==> src/rtl/dspwm_pkg.sv <==
`timescale 1ns/1ps
package dspwm_pkg;

  typedef enum logic [1:0] {
    WAVE_OFF     = 2'd0,
    WAVE_TOGGLE  = 2'd1,
    WAVE_HIGH_UP = 2'd2,
    WAVE_LOW_UP  = 2'd3
  } wave_mode_e;

  localparam int PRE_W = 10;

  localparam logic [1:0] ADR_TOP  = 2'd0;
  localparam logic [1:0] ADR_CMP  = 2'd1;
  localparam logic [1:0] ADR_CTRL = 2'd2;
  localparam logic [1:0] ADR_CLR  = 2'd3;

  // low-bit mask whose all-ones pattern marks a tick for a divided rate
  function automatic logic [PRE_W-1:0] pre_mask(input logic [2:0] sel);
    case (sel)
      3'd2:    pre_mask = PRE_W'(10'h007);
      3'd3:    pre_mask = PRE_W'(10'h03F);
      3'd4:    pre_mask = PRE_W'(10'h0FF);
      3'd5:    pre_mask = PRE_W'(10'h3FF);
      default: pre_mask = '0;
    endcase
  endfunction

endpackage

==> src/rtl/dspwm_prescaler.sv <==
`timescale 1ns/1ps
module dspwm_prescaler
  import dspwm_pkg::*;
(
  input  logic       clk,
  input  logic       rst_n,
  input  logic [2:0] sel_i,
  output logic       tick_o
);

  logic [PRE_W-1:0] div_q, div_d;
  logic [PRE_W-1:0] mask;

  always_comb begin
    div_d = div_q + PRE_W'(1);
    mask  = pre_mask(sel_i);
  end

  always_ff @(posedge clk or negedge rst_n) begin
    if (!rst_n) div_q <= '0;
    else        div_q <= div_d;
  end

  always_comb begin
    case (sel_i)
      3'd1:                   tick_o = 1'b1;
      3'd2, 3'd3, 3'd4, 3'd5: tick_o = ((div_q & mask) == mask);
      default:                tick_o = 1'b0;
    endcase
  end

endmodule

==> src/rtl/dspwm_counter.sv <==
`timescale 1ns/1ps
module dspwm_counter #(
  parameter int CNT_W = 16
) (
  input  logic             clk,
  input  logic             rst_n,
  input  logic             tick_i,
  input  logic [CNT_W-1:0] top_buf_i,
  input  logic [CNT_W-1:0] cmp_buf_i,
  output logic [CNT_W-1:0] cnt_o,
  output logic             up_o,
  output logic [CNT_W-1:0] top_o,
  output logic [CNT_W-1:0] cmp_o
);

  logic [CNT_W-1:0] cnt_q, cnt_d, top_q, top_d, cmp_q, cmp_d;
  logic             up_q, up_d;

  always_comb begin
    cnt_d = cnt_q;
    up_d  = up_q;
    top_d = top_q;
    cmp_d = cmp_q;
    if (tick_i) begin
      if (cnt_q == '0) begin
        top_d = top_buf_i;
        cmp_d = cmp_buf_i;
        if (top_buf_i != '0) begin
          cnt_d = CNT_W'(1);
          up_d  = 1'b1;
        end
      end else if (up_q && (cnt_q >= top_q)) begin
        cnt_d = cnt_q - CNT_W'(1);
        up_d  = 1'b0;
      end else if (up_q) begin
        cnt_d = cnt_q + CNT_W'(1);
      end else begin
        cnt_d = cnt_q - CNT_W'(1);
      end
    end
  end

  always_ff @(posedge clk or negedge rst_n) begin
    if (!rst_n) begin
      cnt_q <= '0;
      up_q  <= 1'b1;
      top_q <= '0;
      cmp_q <= '0;
    end else begin
      cnt_q <= cnt_d;
      up_q  <= up_d;
      top_q <= top_d;
      cmp_q <= cmp_d;
    end
  end

  assign cnt_o = cnt_q;
  assign up_o  = up_q;
  assign top_o = top_q;
  assign cmp_o = cmp_q;

endmodule

==> src/rtl/dspwm_compare.sv <==
`timescale 1ns/1ps
module dspwm_compare
  import dspwm_pkg::*;
#(
  parameter int CNT_W = 16
) (
  input  logic             clk,
  input  logic             rst_n,
  input  logic             tick_i,
  input  wave_mode_e       mode_i,
  input  logic [CNT_W-1:0] cnt_i,
  input  logic             up_i,
  input  logic [CNT_W-1:0] top_act_i,
  input  logic [CNT_W-1:0] cmp_act_i,
  input  logic [CNT_W-1:0] top_buf_i,
  input  logic [CNT_W-1:0] cmp_buf_i,
  input  logic [1:0]       clr_i,
  output logic             wave_o,
  output logic             cmp_flag_o,
  output logic             end_flag_o
);

  logic             at_bot, hit, at_end;
  logic [CNT_W-1:0] cmp_eff, top_eff;
  logic             lvl_q, lvl_d, tog_q, tog_d;
  logic             cflag_q, cflag_d, eflag_q, eflag_d;

  always_comb begin
    at_bot  = (cnt_i == '0);
    cmp_eff = at_bot ? cmp_buf_i : cmp_act_i;
    top_eff = at_bot ? top_buf_i : top_act_i;
    hit     = tick_i && (cnt_i == cmp_eff);
    at_end  = tick_i && (at_bot || (up_i && (cnt_i == top_act_i)));

    lvl_d = lvl_q;
    if (tick_i && at_bot) lvl_d = (cmp_eff != '0) && (cmp_eff >= top_eff);
    else if (hit)         lvl_d = up_i;

    if (mode_i != WAVE_TOGGLE) tog_d = 1'b0;
    else                       tog_d = hit ? ~tog_q : tog_q;

    cflag_d = hit    | (cflag_q & ~clr_i[0]);
    eflag_d = at_end | (eflag_q & ~clr_i[1]);
  end

  always_ff @(posedge clk or negedge rst_n) begin
    if (!rst_n) begin
      lvl_q   <= 1'b0;
      tog_q   <= 1'b0;
      cflag_q <= 1'b0;
      eflag_q <= 1'b0;
    end else begin
      lvl_q   <= lvl_d;
      tog_q   <= tog_d;
      cflag_q <= cflag_d;
      eflag_q <= eflag_d;
    end
  end

  always_comb begin
    case (mode_i)
      WAVE_TOGGLE:  wave_o = tog_q;
      WAVE_HIGH_UP: wave_o = lvl_q;
      WAVE_LOW_UP:  wave_o = ~lvl_q;
      default:      wave_o = 1'b0;
    endcase
  end

  assign cmp_flag_o = cflag_q;
  assign end_flag_o = eflag_q;

endmodule

==> src/rtl/dspwm_timer.sv <==
`timescale 1ns/1ps
module dspwm_timer
  import dspwm_pkg::*;
#(
  parameter int CNT_W = 16
) (
  input  logic             clk,
  input  logic             rst_n,
  input  logic             wr_en,
  input  logic [1:0]       wr_addr,
  input  logic [CNT_W-1:0] wr_data,
  output logic             wave_o,
  output logic             cmp_flag_o,
  output logic             end_flag_o
);

  logic [CNT_W-1:0] top_buf_q, top_buf_d, cmp_buf_q, cmp_buf_d;
  logic [2:0]       sel_q, sel_d;
  wave_mode_e       mode_q, mode_d;
  logic [1:0]       clr_req;
  logic             tick, up_q;
  logic [CNT_W-1:0] cnt_q, top_act, cmp_act;
  logic             unused_wr_bits;

  assign unused_wr_bits = ^wr_data[CNT_W-1:5];

  always_comb begin
    top_buf_d = top_buf_q;
    cmp_buf_d = cmp_buf_q;
    sel_d     = sel_q;
    mode_d    = mode_q;
    clr_req   = 2'b00;
    if (wr_en) begin
      case (wr_addr)
        ADR_TOP:  top_buf_d = wr_data;
        ADR_CMP:  cmp_buf_d = wr_data;
        ADR_CTRL: begin
          sel_d  = wr_data[2:0];
          mode_d = wave_mode_e'(wr_data[4:3]);
        end
        default:  clr_req = wr_data[1:0];
      endcase
    end
  end

  always_ff @(posedge clk or negedge rst_n) begin
    if (!rst_n) begin
      top_buf_q <= '0;
      cmp_buf_q <= '0;
      sel_q     <= 3'd0;
      mode_q    <= WAVE_OFF;
    end else begin
      top_buf_q <= top_buf_d;
      cmp_buf_q <= cmp_buf_d;
      sel_q     <= sel_d;
      mode_q    <= mode_d;
    end
  end

  dspwm_prescaler u_pre (
    .clk    (clk),
    .rst_n  (rst_n),
    .sel_i  (sel_q),
    .tick_o (tick)
  );

  dspwm_counter #(.CNT_W(CNT_W)) u_cnt (
    .clk       (clk),
    .rst_n     (rst_n),
    .tick_i    (tick),
    .top_buf_i (top_buf_q),
    .cmp_buf_i (cmp_buf_q),
    .cnt_o     (cnt_q),
    .up_o      (up_q),
    .top_o     (top_act),
    .cmp_o     (cmp_act)
  );

  dspwm_compare #(.CNT_W(CNT_W)) u_cmp (
    .clk        (clk),
    .rst_n      (rst_n),
    .tick_i     (tick),
    .mode_i     (mode_q),
    .cnt_i      (cnt_q),
    .up_i       (up_q),
    .top_act_i  (top_act),
    .cmp_act_i  (cmp_act),
    .top_buf_i  (top_buf_q),
    .cmp_buf_i  (cmp_buf_q),
    .clr_i      (clr_req),
    .wave_o     (wave_o),
    .cmp_flag_o (cmp_flag_o),
    .end_flag_o (end_flag_o)
  );

endmodule

==> config.mk <==
export PLATFORM = sky130hd
export DESIGN_NAME = dspwm_timer
export DESIGN_NICKNAME = d
export VERILOG_FILES = /design/src/rtl/dspwm_pkg.sv /design/src/rtl/dspwm_prescaler.sv /design/src/rtl/dspwm_counter.sv /design/src/rtl/dspwm_compare.sv /design/src/rtl/dspwm_timer.sv
export SDC_FILE = /design/constraint.sdc
export NUM_CORES = 1
export LEC_CHECK = 0
export CAP_MARGIN = 0
export CORE_AREA = 2 2 134 136
export CTS_CLUSTER_SIZE = 10
export DETAILED_ROUTE_END_ITERATION = 8
export DIE_AREA = 0 0 136 138
export GPL_TIMING_DRIVEN = 0
export PLACE_DENSITY = 0.53
export SLEW_MARGIN = 20
export SYNTH_ARGS = -nofsm -noshare
export SYNTH_HDL_FRONTEND = slang
export SYNTH_SLANG_ARGS = --single-unit
==> constraint.sdc <==
create_clock -name clk -period 4.7 [get_ports clk]
set_input_delay 0.705 -clock clk [delete_from_list [all_inputs] [get_ports clk]]
set_output_delay 0.705 -clock clk [all_outputs]
set_load 0.1 [all_outputs]
==> flow_metrics.env <==
export IMPL_outcome="finished, final reports clean"
export IMPL_drt_pre_antenna_iters=5
export IMPL_drtIter0Drc=390
export IMPL_reg2reg_from="u_cnt.cnt_o[0]"
export IMPL_crit_path_start="u_cnt.cnt_o[0]"
export IMPL_ys_warnings_count=0
export IMPL_grt_max_degree=57
export IMPL_slew_headroom_pct=29.9
export IMPL_rsz0062_at_grt="no"
export IMPL_hold_ws_ns=0.263
export IMPL_setup_viol=0
export IMPL_ys_types=60
export IMPL_cp_data_required_time_ns=4.93
export IMPL_leakagePower_uw=0.00305
export IMPL_hold_buffers=0
export IMPL_finalHoldViolations=0
export IMPL_slowest_stage="a2111oi_0"
export IMPL_antenna_found_initial=0
export IMPL_avgSynthCellArea_um2=9.99
export IMPL_min_period_ns=4.31
export IMPL_crit_arrival_ns=4.55
export IMPL_dieWidth_um=136
export IMPL_p_total_uw=3510
export IMPL_maxCapViolCount=0
export IMPL_crit_path_cell_trace="clkbuf_2, inv_1, ha_1, nor4b_4, nand4_1, clkbuf_1, buf_2, mux2i_1, ha_1, a21o_1, a31oi_1, o21ai_0, a2111oi_0, a2111oi_0, nor3_1, o22ai_1"
export IMPL_synth_edff_count=0
export IMPL_cp_max_fo=10
export IMPL_power_per_cell_area_nw_per_um2=512
export IMPL_clock_path_buffers=2
export IMPL_grt_pass1_wl_um=26000
export IMPL_grt_overflow=0
export IMPL_ys_seq_area_share_pct=41.9
export IMPL_core_rowCount=49
export IMPL_clk_latency_ns=0.36
export IMPL_first_global_vias=4628
export IMPL_cts_tree="done"
export IMPL_place_area_um2=6520
export IMPL_vias_per_cell=5.40
export IMPL_htree_levels=3
export IMPL_ir_drop_mv=0.283
export IMPL_drv_slew=0
export IMPL_nets=691
export IMPL_critPathTopFamily="compound AO/OA/AOI/OAI gates"
export IMPL_syn_inst=598
export IMPL_antenna_cells=0
export IMPL_cts_root_buf="clkbuf_16"
export IMPL_critical_path_max_stage_delay_ns=0.44
export IMPL_dpl_cell_count=851
export IMPL_fin_area_um2=6850
export IMPL_vias=4688
export IMPL_fin_skew_ns=0.00862
export IMPL_end_kind="flip-flop"
export IMPL_fin_setup_tns_ns=0
export IMPL_fmax_mhz=232
export IMPL_syn_num_nets=655
export IMPL_routed_wirelength_um=16100
export IMPL_gp_congestion=0.881
export IMPL_synth_main_ff_cell="dfrtp_1"
export IMPL_period_share_pct=91.8
export IMPL_crit_type="flip-flop to flip-flop"
export IMPL_drcViolationCount=0
export IMPL_cts_buffers=9
export IMPL_pin_count=24
export IMPL_drive_above_1_share_pct=15.2
export IMPL_fp_coreArea_um2=17500
export IMPL_instances_no_fill=868
export IMPL_syn_cell_area_um2=5970
export IMPL_synthArstFlopShare_pct=100
export IMPL_dp_hpwl_um=12400
export IMPL_start_util_pct=34.1
export IMPL_cp_start_kind="flip-flop"
export IMPL_grt_use_total_pct=17.9
export IMPL_nFillCells=1793
export IMPL_ys_seq_elements=100
export IMPL_routedWlPerCell_um=18.6
export IMPL_max_slew_worst_pin_slew_ns=1.05
export IMPL_clock_sinks=100
export IMPL_crit_buf_inv=4
export IMPL_io_buffers=23
export IMPL_area_growth_pct=14.7
export IMPL_drtAntennaViolNets=0
export IMPL_clk_pin_slew_ns=0.08
export IMPL_min_path_type="primary input to async pin"
export IMPL_die_h_um=138
export IMPL_die_area_um2=18800
[placed cells by master (no fill, tap or decap), drive strengths merged, types with 7 or more instances in the layout]
cell type,instances
ha,36
nor4,20
clkdlybuf4s50,22
buf,15
dfrtp,99
inv,40
xor2,8
nor2,36
a21oi,36
nand3,17
o22ai,7
nand4,15
mux2i,25
mux2,52
nand2,58
nor3,11
xnor2,25
clkbuf,26
o21ai,27
[synthesized netlist by cell type, types with 2 or more instances]
master	number	area, µm²
a21oi_1	36	180
mux2i_1	25	250
nor4_4	2	42.5
a31oi_1	2	12.5
nor4_1	18	113
xnor2_1	25	219
nand4b_1	2	17.5
or4_1	4	30.0
buf_6	6	67.6
or3_1	4	25.0
mux2_2	52	586
nor2_1	36	135
xor2_1	8	70.1
clkbuf_2	2	10.0
nand4_1	15	93.8
dfrtp_1	99	2480
nor3_1	10	50.1
a22o_1	2	17.5
buf_1	3	11.3
inv_1	38	143
o31ai_1	2	15.0
nand2b_1	3	18.8
nor2b_1	4	25.0
ha_1	36	450
o21ai_0	27	135
a2111oi_0	2	17.5
nor3b_1	2	15.0
o22ai_1	7	43.8
and3_1	5	31.3
nand3b_1	2	15.0
nand3_1	16	80.1
o211ai_1	2	15.0
nand2_1	58	218
clkbuf_1	15	56.3
a211oi_1	2	15.0
and4_1	2	17.5
[per-layer routing]
metal	wire length, µm	GRT usage [%]	vias to the layer above	share of wire [%]
met1	7570	25.4	2337	47
met2	7660	28.0	114	47
met4	308	5.48	0	1.9
met3	586	2.93	21	3.6
li1	-	-	2216	-
met5	0	0	-	0
[where the power goes]
group / total, µW / switching [µW] / internal [µW]
Combinational: 1350 / 774 / 576
Sequential: 1360 / 272 / 1090
Clock: 797 / 359 / 437
[stage by stage]
step | setup slack [ns] | utilization [%]
final | 0.387 | 39.1
after global routing | 0.0473 | 39.1
after CTS | 0.0975 | 39.0
after detailed placement | -0.0156 | 37.2
after global placement | -1.03 | 37.0
after floorplan | 1.08 | -
[sequential cells by signal (all words and copies together) (netlist names), 2 cells and up]
signal and cells:
u_pre.div_q 10, u_cnt.cmp_o 16, top_buf_q 16, sel_q 3, u_cnt.cnt_o 16, mode_q 2, u_cnt.top_o 16, cmp_buf_q 16
[worst reg2reg max path: cells and delay by family (launching register included)]
| kind | cells | cell delay (ns) |
|---|---|---|
| muxes | 1 | 0.30 |
| AOI/OAI and AO/OA | 6 | 1.27 |
| and+or+nand+nor | 3 | 0.57 |
| buffers and inverters | 4 | 1.16 |
| DFF | 1 | 0.35 |
| adders and majority gates | 2 | 0.54 |
[final timing paths]
kind / endpoint / slack, ns / cells past startpoint
setup / recovery: u_cmp.lvl_q / 0.39 / 16
hold / removal: u_pre.div_q[5] / 0.26 / 1
setup reg to reg: u_cmp.lvl_q / 0.39 / 16
hold reg to reg: u_pre.div_q[0] / 0.45 / 1
max in group asynchronous: u_cnt.cmp_o[11] / 3.79 / 2
min in group clk: u_pre.div_q[0] / 0.45 / 1
[timing repair]
item,CTS,global route
endpoints found under the setup margin,1,1
gates cloned,0,0
resized for setup,1,7
pin swaps,0,0
buffers inserted,0,2
[logic make-up after synthesis]
kind of cell,after synthesis,share of synthesized area (%)
fa+ha+maj,36,7.54
xor+xnor,33,4.84
compound gates,95,9.41
flops,100,41.9
buf+inv,66,5.13
simple gates,191,17.2
mux,77,14.0
[layout make-up]
class	instances	area (µm²)	area share, %
clock buffers	10	239	3.49
inverters	38	143	2.08
flip-flops and latches	100	2500	36.5
well taps	229	287	4.18
multi-input cells	432	3160	46.1
clock inverters	6	80.1	1.17
plain buffers	27	165	2.41
repair buffers	26	274	4.00
Note: power is estimated with default switching activity, not from simulation.
